--- config.mk ---
export PLATFORM = sky130hd
export DESIGN_NAME = burst_rd_master
export DESIGN_NICKNAME = d
export VERILOG_FILES = /design/src/rtl/brm_pkg.sv /design/src/rtl/brm_arb.sv /design/src/rtl/brm_seq.sv /design/src/rtl/brm_dpath.sv /design/src/rtl/burst_rd_master.sv
export SDC_FILE = /design/constraint.sdc
export NUM_CORES = 1
export LEC_CHECK = 0
export ABC_AREA = 1
export BUFFER_PORTS_ARGS = -buffer_cell sky130_fd_sc_hd__buf_2
export CELL_PAD_IN_SITES_DETAIL_PLACEMENT = 1
export CELL_PAD_IN_SITES_GLOBAL_PLACEMENT = 1
export CORE_MARGIN = 4
export CORE_UTILIZATION = 38
export CTS_BUF_LIST = sky130_fd_sc_hd__clkbuf_2
export DETAILED_ROUTE_END_ITERATION = 8
export HOLD_SLACK_MARGIN = 0.15
export PLACE_DENSITY = 0.95
export SLEW_MARGIN = 40
export SYNTH_ARGS = -nofsm -noshare
export SYNTH_HDL_FRONTEND = slang
export SYNTH_HIERARCHICAL = 1
export SYNTH_SLANG_ARGS = --single-unit
export TNS_END_PERCENT = 100
--- constraint.sdc ---
create_clock -name clk_i -period 3.28 [get_ports clk_i]
set_clock_uncertainty 0.05 [all_clocks]
set_input_delay 0.328 -clock clk_i [delete_from_list [all_inputs] [get_ports clk_i]]
set_output_delay 0.328 -clock clk_i [all_outputs]
set_load 0.02 [all_outputs]
--- src/rtl/brm_pkg.sv ---
package brm_pkg;
  typedef enum logic [2:0] {
    S_IDLE, S_LOAD, S_ADDR, S_DATA, S_DONE
  } seq_e;

  localparam logic [3:0] STAT_IDLE = 4'd0;
  localparam logic [3:0] STAT_LOAD = 4'd1;
  localparam logic [3:0] STAT_XFER = 4'd2;
  localparam logic [3:0] STAT_DONE = 4'd3;
endpackage

--- src/rtl/brm_arb.sv ---
module brm_arb (
  input  logic clk_i,
  input  logic rst_ni,
  input  logic loc_req_n_i,
  input  logic bus_gnt_n_i,
  input  logic bus_idle_i,
  input  logic busy_i,
  input  logic frame_act_i,
  output logic bus_req_n_o,
  output logic loc_gnt_n_o
);
  logic req_q, gnt_q;

  always_ff @(posedge clk_i or negedge rst_ni) begin
    if (!rst_ni) begin
      req_q <= 1'b0;
      gnt_q <= 1'b0;
    end else begin
      // hold request until a frame has gone out with no new local request
      req_q <= ~loc_req_n_i | (req_q & ~frame_act_i);
      gnt_q <= ~bus_gnt_n_i & (bus_idle_i | busy_i);
    end
  end

  assign bus_req_n_o = ~req_q;
  assign loc_gnt_n_o = ~gnt_q;
endmodule

--- src/rtl/brm_seq.sv ---
module brm_seq
  import brm_pkg::*;
#(
  parameter int LEN_W = 8
) (
  input  logic             clk_i,
  input  logic             rst_ni,
  input  logic             start_i,
  input  logic             loc_rdy_n_i,
  input  logic             bus_trdy_n_i,
  input  logic [LEN_W-1:0] len_i,
  output seq_e             state_o,
  output logic [LEN_W-1:0] cnt_o,
  output logic             irdy_o,
  output logic             frame_o,
  output logic             phase_done_o
);
  localparam logic [LEN_W-1:0] ONE = LEN_W'(1);

  seq_e             state_q, state_d;
  logic [LEN_W-1:0] cnt_q;
  logic             irdy_q, irdy_d;
  logic             last, phase_done;

  assign last       = (cnt_q == ONE);
  assign phase_done = (state_q == S_DATA) & irdy_q & ~bus_trdy_n_i;

  always_comb begin
    state_d = state_q;
    unique case (state_q)
      S_IDLE:  if (start_i) state_d = S_LOAD;
      S_LOAD:  state_d = S_ADDR;
      S_ADDR:  state_d = S_DATA;
      S_DATA:  if (phase_done && last) state_d = S_DONE;
      S_DONE:  state_d = S_IDLE;
      default: state_d = S_IDLE;
    endcase
  end

  always_comb begin
    irdy_d = 1'b0;
    unique case (state_q)
      S_ADDR: irdy_d = ~loc_rdy_n_i;
      S_DATA: begin
        if (phase_done && last)  irdy_d = 1'b0;
        else if (irdy_q && last) irdy_d = 1'b1;  // final phase: hold until done
        else                     irdy_d = ~loc_rdy_n_i;
      end
      default: irdy_d = 1'b0;
    endcase
  end

  always_ff @(posedge clk_i or negedge rst_ni) begin
    if (!rst_ni) begin
      state_q <= S_IDLE;
      cnt_q   <= '0;
      irdy_q  <= 1'b0;
    end else begin
      state_q <= state_d;
      irdy_q  <= irdy_d;
      if (state_q == S_LOAD)  cnt_q <= len_i;
      else if (phase_done)    cnt_q <= cnt_q - ONE;
    end
  end

  assign state_o      = state_q;
  assign cnt_o        = cnt_q;
  assign irdy_o       = irdy_q;
  assign phase_done_o = phase_done;
  assign frame_o      = (state_q == S_ADDR) |
                        ((state_q == S_DATA) & ~(last & irdy_q));
endmodule

--- src/rtl/brm_dpath.sv ---
module brm_dpath
  import brm_pkg::*;
#(
  parameter int DW = 32,
  parameter int BW = DW / 8
) (
  input  logic          clk_i,
  input  logic          rst_ni,
  input  seq_e          state_i,
  input  logic          phase_done_i,
  input  logic [DW-1:0] loc_addr_i,
  input  logic [BW-1:0] loc_cmd_i,
  input  logic [BW-1:0] loc_be_n_i,
  input  logic [DW-1:0] bus_ad_i,
  output logic [DW-1:0] bus_ad_o,
  output logic          bus_ad_oe_o,
  output logic [BW-1:0] bus_cbe_n_o,
  output logic          bus_cbe_oe_o,
  output logic [DW-1:0] loc_data_o,
  output logic          loc_lo_xfer_n_o
);
  logic [DW-1:0] addr_q, data_q;
  logic [BW-1:0] cmd_q, be_q;
  logic          lo_q;

  always_ff @(posedge clk_i or negedge rst_ni) begin
    if (!rst_ni) begin
      addr_q <= '0;
      cmd_q  <= '0;
      be_q   <= '1;
      data_q <= '0;
      lo_q   <= 1'b0;
    end else begin
      if (state_i == S_LOAD) begin
        addr_q <= loc_addr_i;
        cmd_q  <= loc_cmd_i;
      end
      if (state_i == S_ADDR) be_q <= loc_be_n_i;
      if (phase_done_i) data_q <= bus_ad_i;
      lo_q <= phase_done_i;
    end
  end

  always_comb begin
    bus_ad_oe_o  = (state_i == S_ADDR);
    bus_cbe_oe_o = (state_i == S_ADDR) | (state_i == S_DATA);
    bus_ad_o     = bus_ad_oe_o ? addr_q : '0;
    unique case (state_i)
      S_ADDR:  bus_cbe_n_o = cmd_q;
      S_DATA:  bus_cbe_n_o = be_q;
      default: bus_cbe_n_o = '1;
    endcase
  end

  assign loc_data_o      = data_q;
  assign loc_lo_xfer_n_o = ~lo_q;
endmodule

--- src/rtl/burst_rd_master.sv ---
module burst_rd_master
  import brm_pkg::*;
#(
  parameter int DW    = 32,
  parameter int LEN_W = 8,
  localparam int BW   = DW / 8
) (
  input  logic             clk_i,
  input  logic             rst_ni,
  input  logic             loc_req_n_i,
  input  logic [DW-1:0]    loc_addr_i,
  input  logic [BW-1:0]    loc_cmd_i,
  input  logic [LEN_W-1:0] loc_len_i,
  input  logic [BW-1:0]    loc_be_n_i,
  input  logic             loc_rdy_n_i,
  output logic             loc_gnt_n_o,
  output logic [3:0]       loc_status_o,
  output logic [LEN_W-1:0] loc_cnt_o,
  output logic [DW-1:0]    loc_data_o,
  output logic             loc_lo_xfer_n_o,
  output logic             loc_hi_xfer_n_o,
  output logic             loc_wide_n_o,
  output logic             bus_req_n_o,
  input  logic             bus_gnt_n_i,
  input  logic             bus_frame_n_i,
  input  logic             bus_irdy_n_i,
  output logic             bus_frame_n_o,
  output logic             bus_irdy_n_o,
  input  logic             bus_trdy_n_i,
  output logic [DW-1:0]    bus_ad_o,
  output logic             bus_ad_oe_o,
  input  logic [DW-1:0]    bus_ad_i,
  output logic [BW-1:0]    bus_cbe_n_o,
  output logic             bus_cbe_oe_o
);
  seq_e state;
  logic bus_idle, start, frame_act, irdy_act, phase_done;

  assign bus_idle = bus_frame_n_i & bus_irdy_n_i;
  assign start    = ~loc_req_n_i & ~bus_gnt_n_i & bus_idle;

  brm_arb u_arb (
    .clk_i       (clk_i),
    .rst_ni      (rst_ni),
    .loc_req_n_i (loc_req_n_i),
    .bus_gnt_n_i (bus_gnt_n_i),
    .bus_idle_i  (bus_idle),
    .busy_i      (state != S_IDLE),
    .frame_act_i (frame_act),
    .bus_req_n_o (bus_req_n_o),
    .loc_gnt_n_o (loc_gnt_n_o)
  );

  brm_seq #(.LEN_W(LEN_W)) u_seq (
    .clk_i        (clk_i),
    .rst_ni       (rst_ni),
    .start_i      (start),
    .loc_rdy_n_i  (loc_rdy_n_i),
    .bus_trdy_n_i (bus_trdy_n_i),
    .len_i        (loc_len_i),
    .state_o      (state),
    .cnt_o        (loc_cnt_o),
    .irdy_o       (irdy_act),
    .frame_o      (frame_act),
    .phase_done_o (phase_done)
  );

  brm_dpath #(.DW(DW), .BW(BW)) u_dpath (
    .clk_i           (clk_i),
    .rst_ni          (rst_ni),
    .state_i         (state),
    .phase_done_i    (phase_done),
    .loc_addr_i      (loc_addr_i),
    .loc_cmd_i       (loc_cmd_i),
    .loc_be_n_i      (loc_be_n_i),
    .bus_ad_i        (bus_ad_i),
    .bus_ad_o        (bus_ad_o),
    .bus_ad_oe_o     (bus_ad_oe_o),
    .bus_cbe_n_o     (bus_cbe_n_o),
    .bus_cbe_oe_o    (bus_cbe_oe_o),
    .loc_data_o      (loc_data_o),
    .loc_lo_xfer_n_o (loc_lo_xfer_n_o)
  );

  always_comb begin
    unique case (state)
      S_LOAD:         loc_status_o = STAT_LOAD;
      S_ADDR, S_DATA: loc_status_o = STAT_XFER;
      S_DONE:         loc_status_o = STAT_DONE;
      default:        loc_status_o = STAT_IDLE;
    endcase
  end

  assign bus_frame_n_o   = ~frame_act;
  assign bus_irdy_n_o    = ~irdy_act;
  assign loc_hi_xfer_n_o = 1'b1;
  assign loc_wide_n_o    = 1'b1;
endmodule

After elaboration in Yosys (flattened, before gate mapping)

Index checks and enable logic that the tools add are counted.

Multiplexer cells: 11
Shifts and indexed selects: 0
Reductions and logical operators: 7
Add/subtract/negate cells: 1
Bitwise gates (word level): 23
Equality and inequality tests: 7
$lt $le $gt $ge: 0
$mul: 0
Div/mod/pow operators: 0

Operators with widths:

| cell                                              | count |
|---|---|
| two-way mux 32 bit                                | 1 |
| two-way mux 8 bit                                 | 2 |
| one-hot mux 3 bit (4 select lines)                | 1 |
| NOT 1 bit                                         | 10 |
| AND 1 bit                                         | 9 |
| == test 8 x 1 -> 1 bit (second input constant)    | 1 |
| one-hot mux 4 bit (2 select lines)                | 1 |
| subtractor 8 x 1 -> 8 bit (second input constant) | 1 |
| == test 3 x 2 -> 1 bit (second input constant)    | 2 |
| two-way mux 3 bit                                 | 2 |
| one-hot mux 2 bit (3 select lines)                | 1 |
| != test 2 bit (second input constant)             | 2 |
| bitwise OR 1 bit                                  | 4 |
| == test 3 x 1 -> 1 bit (second input constant)    | 1 |
| == test 3 bit (second input constant)             | 1 |
| zero test 3 bit                                   | 1 |
| nonzero test 3 bit                                | 1 |
| logical AND 1 bit                                 | 2 |
| two-way mux 1 bit                                 | 2 |
| one-hot mux 1 bit (2 select lines)                | 1 |
| AND reduction 2 bit                               | 1 |
| nonzero test 2 bit                                | 1 |
| OR reduction 2 bit                                | 1 |

Memories: 0
RAM bits: 0
Logic and storage cells: 59
Output and inout port bits: 89
Flip-flop bits (word level): 87
Latch bits: 0
Input bits: 88
Memory bits (read-only): 0

Logic depth before layout (Yosys ltp)

Depth after elaboration: 8
Depth in mapped cells: 9
Mapped depth without buffers: 9

By module

Netlist, hierarchy kept.

By module, submodules not included:

| module          | times used | cells an instance | area an instance (um^2) | seq. area each (um^2) |
|---|---|---|---|---|
| brm_dpath       | 1          | 409               | 3380.7                  | 1831.8 |
| brm_seq         | 1          | 120               | 833.3                   | 300.3 |
| burst_rd_master | 1          | 20                | 95.1                    | 0.0 |
| brm_arb         | 1          | 9                 | 76.3                    | 50.0 |

Least setup slack after synthesis

OpenSTA, ideal clock, no wires.

Path kind: register to output
From: reg u_seq.state_q[1] (netlist: u_seq/state_o[1])
To: out bus_ad_o[22]
Path slack: 1.580 ns
Data required time: 2.902 ns
Stages on the path, launching flop included: 5
Arrival time: 1.322 ns
Path buffers: 2
Path through: dfrtp_1 > buf_4 > nand3_4 > buf_6 > nor2_1

Longest elaborated chain between the ends: 2

Ends and longest elaborated chain:

| element                | RTL line              | RTL |
|---|---|---|
| from (decl)            | brm_seq.sv:20         | `seq_e state_q, state_d;` |
| from (signal assigned) | brm_seq.sv:59         | `state_q <= state_d;` |
| == test 3 x 2 -> 1 bit | brm_dpath.sv:45       | `bus_ad_oe_o = (state_i == S_ADDR);` |
| two-way mux 32 bit     | brm_dpath.sv:47       | `bus_ad_o = bus_ad_oe_o ? addr_q : '0;` |
| to (decl)              | burst_rd_master.sv:30 | `output logic [DW-1:0] bus_ad_o,` |

Every way passes these cells.

Final worst setup path

From: reg u_seq.state_q[1] (netlist: u_seq/state_o[1])
To: out bus_ad_o[27]

The elaborated chain is that of the path after synthesis.

==> results_dict.tcl <==
set metrics [dict create \
    setup_tns_ns 0 \
    pre_cts_ws_ns 1.016 \
    grtUsageTotal 0.2639 \
    place_inst 842 \
    p_total_mw 5.565 \
    coreArea_um2 11080 \
    syn_area_um2 4385 \
    ant_nets 0 \
    cp_data_arrival_time_ns 2.51 \
    cts_sinks 87 \
    portBuffers 172 \
    ff2ff_path_depth 4 \
    grt_antenna_before_repair 5 \
    startpoint_type "flop" \
    drtIter0Drc 321 \
    clock_power_share 0.084 \
    wire_per_inst_um 18.26 \
    vias 4781 \
    io_pins 177 \
    wl_um 17350 \
    setup_viol 0 \
    peakVddDrop_mv 0.4439 \
    cp.required_ns 2.90 \
    dpl.hpwl_um 9500 \
    std_cell_rows 38 \
    pwr_density_cell_nw_per_um2 896.1 \
    fillCellCount 1409 \
    cp_max_fo 37 \
    grt_overflow_total 0 \
    rsz0062_at_grt "no" \
    p_seq_frac 0.378 \
    ys_types 28 \
    clk_pin_slew_worst_paths_ns 0.24 \
    fin_crit_sh 0.8812 \
    setup_slack_ns 0.3896 \
    final_cell_mix "buf_2 (171), nand2_1 (158), inv_1 (95), dlygate4sd3_1 (85), dfrtp_1 (82)" \
    clk_latency_ns 0.50 \
    post-cts-setup-buffer-count 0 \
    layout.nets 888 \
    tightest_slew_ns 0.7516 \
    worstSetupEndpoint "bus_ad_o[27]" \
    maxCapViolations 0 \
    slew_viol_final 0 \
    ys_warn_count 6 \
    yosys_register_bits 87 \
    root_buffer "clkbuf_2" \
    combPwrFrac 0.538 \
    path_class "reg2out" \
    r2r_start "u_seq/state_o[1]" \
    gp_congestion 0.8381 \
    netlist_instances 558 \
    p_switching_mw 2.928 \
    stdcell_count 950 \
    first_pass_iters 5 \
    htree_levels 3 \
    intPower_mw 2.636 \
    die_area_um2 13320 \
    floorplan.initialDensity 0.3959 \
    timing.fmax_mhz 346.0 \
    cts_resized 0 \
    netSwitchingFraction 0.5262 \
    via_per_inst 5.033 \
    chipHeight_um 115.4 \
    holdBufCountCts 85 \
    drive_above_1_share 0.2839 \
    die_w_um 115.4 \
    avgSynthCellArea_um2 7.859 \
    status "complete, no violations" \
    final_util 0.5605 \
    rrSetupSlack_ns 0.95 \
    period_needed_ns 2.890 \
    cp-end-kind "output pin" \
    grt_pass1_wl_um 27260 \
    cts_buffers 9 \
    setup.worst_path.start "u_seq/state_o[1]" \
    hp-class "in2reg" \
    clockBufferDepth 2 \
    max-slew-margin-rel 0.4990 \
    grt_pass1_vias 5297 \
    syn2layout_area_growth_pct 41.60 \
    finalHoldViolCount 0 \
    r2r-end "u_dpath/addr_q[18]" \
    final_common_cell "buf_2" \
    grt_max_degree 88 \
    seq_area_frac_synth 0.4976 \
    cts_tree "yes" \
    p_leak_nw 3.410 \
    drc 0 \
]
## registers in the layout, summed over array words and instances, names as in the netlist
signal              count
u_dpath/addr_q         32
u_dpath/loc_data_o     32
u_seq/cnt_o             8
u_dpath/be_q            4
u_dpath/cmd_q           4
u_seq/state_o           3
u_arb/gnt_q             1
u_arb/req_q             1
u_dpath/lo_q            1
u_seq/irdy_o            1
## power by group through the flow
stage | registers, mW | clock network [mW] | logic [mW]
floorplan | 2.20 | 0 | 1.77
global placement | 2.04 | 0 | 2.65
detailed placement | 2.08 | 0 | 2.79
CTS | 2.06 | 0.485 | 2.88
global route | 2.19 | 0.530 | 3.30
finish | 2.11 | 0.465 | 2.99
## Yosys cell counts
| cell type | count | share of area |
|---|---|---|
| o21ai_1 | 1 | 0.0011 |
| buf_6 | 4 | 0.010 |
| nand3_4 | 3 | 0.012 |
| nand2_4 | 1 | 0.0026 |
| o211ai_1 | 2 | 0.0034 |
| nand3b_1 | 1 | 0.0017 |
| inv_1 | 95 | 0.081 |
| clkbuf_1 | 2 | 0.0017 |
| or2_1 | 1 | 0.0014 |
| dfstp_2 | 4 | 0.024 |
| inv_4 | 1 | 0.0014 |
| ha_1 | 2 | 0.0057 |
| nand2_1 | 158 | 0.14 |
| nand3_1 | 17 | 0.019 |
| inv_2 | 5 | 0.0043 |
| nor2_1 | 39 | 0.033 |
| conb_1 | 2 | 0.0017 |
| o21ai_0 | 37 | 0.042 |
| nor2_4 | 1 | 0.0026 |
| buf_2 | 19 | 0.022 |
| buf_4 | 7 | 0.012 |
| nand3b_2 | 1 | 0.0026 |
| nand4_1 | 47 | 0.067 |
| nor2_2 | 22 | 0.031 |
| dfrtp_1 | 83 | 0.47 |
| o21ai_4 | 1 | 0.0037 |
| nor3_1 | 1 | 0.0011 |
| or2_2 | 1 | 0.0014 |
## through the flow
step / hold WS, ns / cell area [µm²]
after floorplan: -0.01759 / 4393
after global placement: 0.4037 / 5248
after detailed placement: 0.4085 / 5254
after CTS: 0.1852 / 6190
after global routing: 0.2149 / 6205
final: 0.2553 / 6210
## worst max-delay path, cell delays in order (launching register included)
cell and delay [ns]:
dfrtp_1 0.89, nand3_4 0.57, nor2_1 0.31, buf_2 0.22
## per-layer routing
| layer | GRT usage | part of all wire | wire [µm] |
|---|---|---|---|
| met1 | 0.3003 | 0.38 | 6625 |
| met4 | 0.1072 | 0.031 | 539 |
| met5 | 0 | 0 | 0 |
| met3 | 0.05953 | 0.068 | 1175 |
| met2 | 0.4776 | 0.52 | 9005 |
## cells by family after synthesis
family | synth area share
AND/OR/NAND/NOR | 0.3118
adder cells (fa/ha/maj) | 0.005705
AO/OA/AOI/OAI | 0.05050
other | 0.001712
flip-flops | 0.4976
buffers and inverters | 0.1327
## how the worst min path moves through the flow
| stage | start | endpoint | slack [ns] | cells past startpoint |
|---|---|---|---|---|
| floorplan | rst_ni | u_arb/gnt_q | -0.02 | 0 |
| global placement | u_dpath/addr_q[18] | u_dpath/addr_q[18] | 0.40 | 2 |
| detailed placement | rst_ni | u_dpath/addr_q[20] | 0.41 | 1 |
| CTS | bus_irdy_n_i | u_seq/state_o[0] | 0.19 | 5 |
| global route | bus_irdy_n_i | u_seq/state_o[0] | 0.21 | 5 |
| finish | bus_irdy_n_i | u_seq/state_o[0] | 0.26 | 5 |
## area by class of cell
class,count,area (µm²),area share
clock buffers,9,45.04,0.007254
diodes,7,17.52,0.002821
repair buffers,259,1735,0.2795
flip-flops and latches,87,2186,0.3520
multi-input cells,340,1629,0.2623
well taps,140,175.2,0.02821
clock inverters,7,40.04,0.006448
inverters,101,381.6,0.06145
Note: power is estimated with default switching activity, not from simulation.
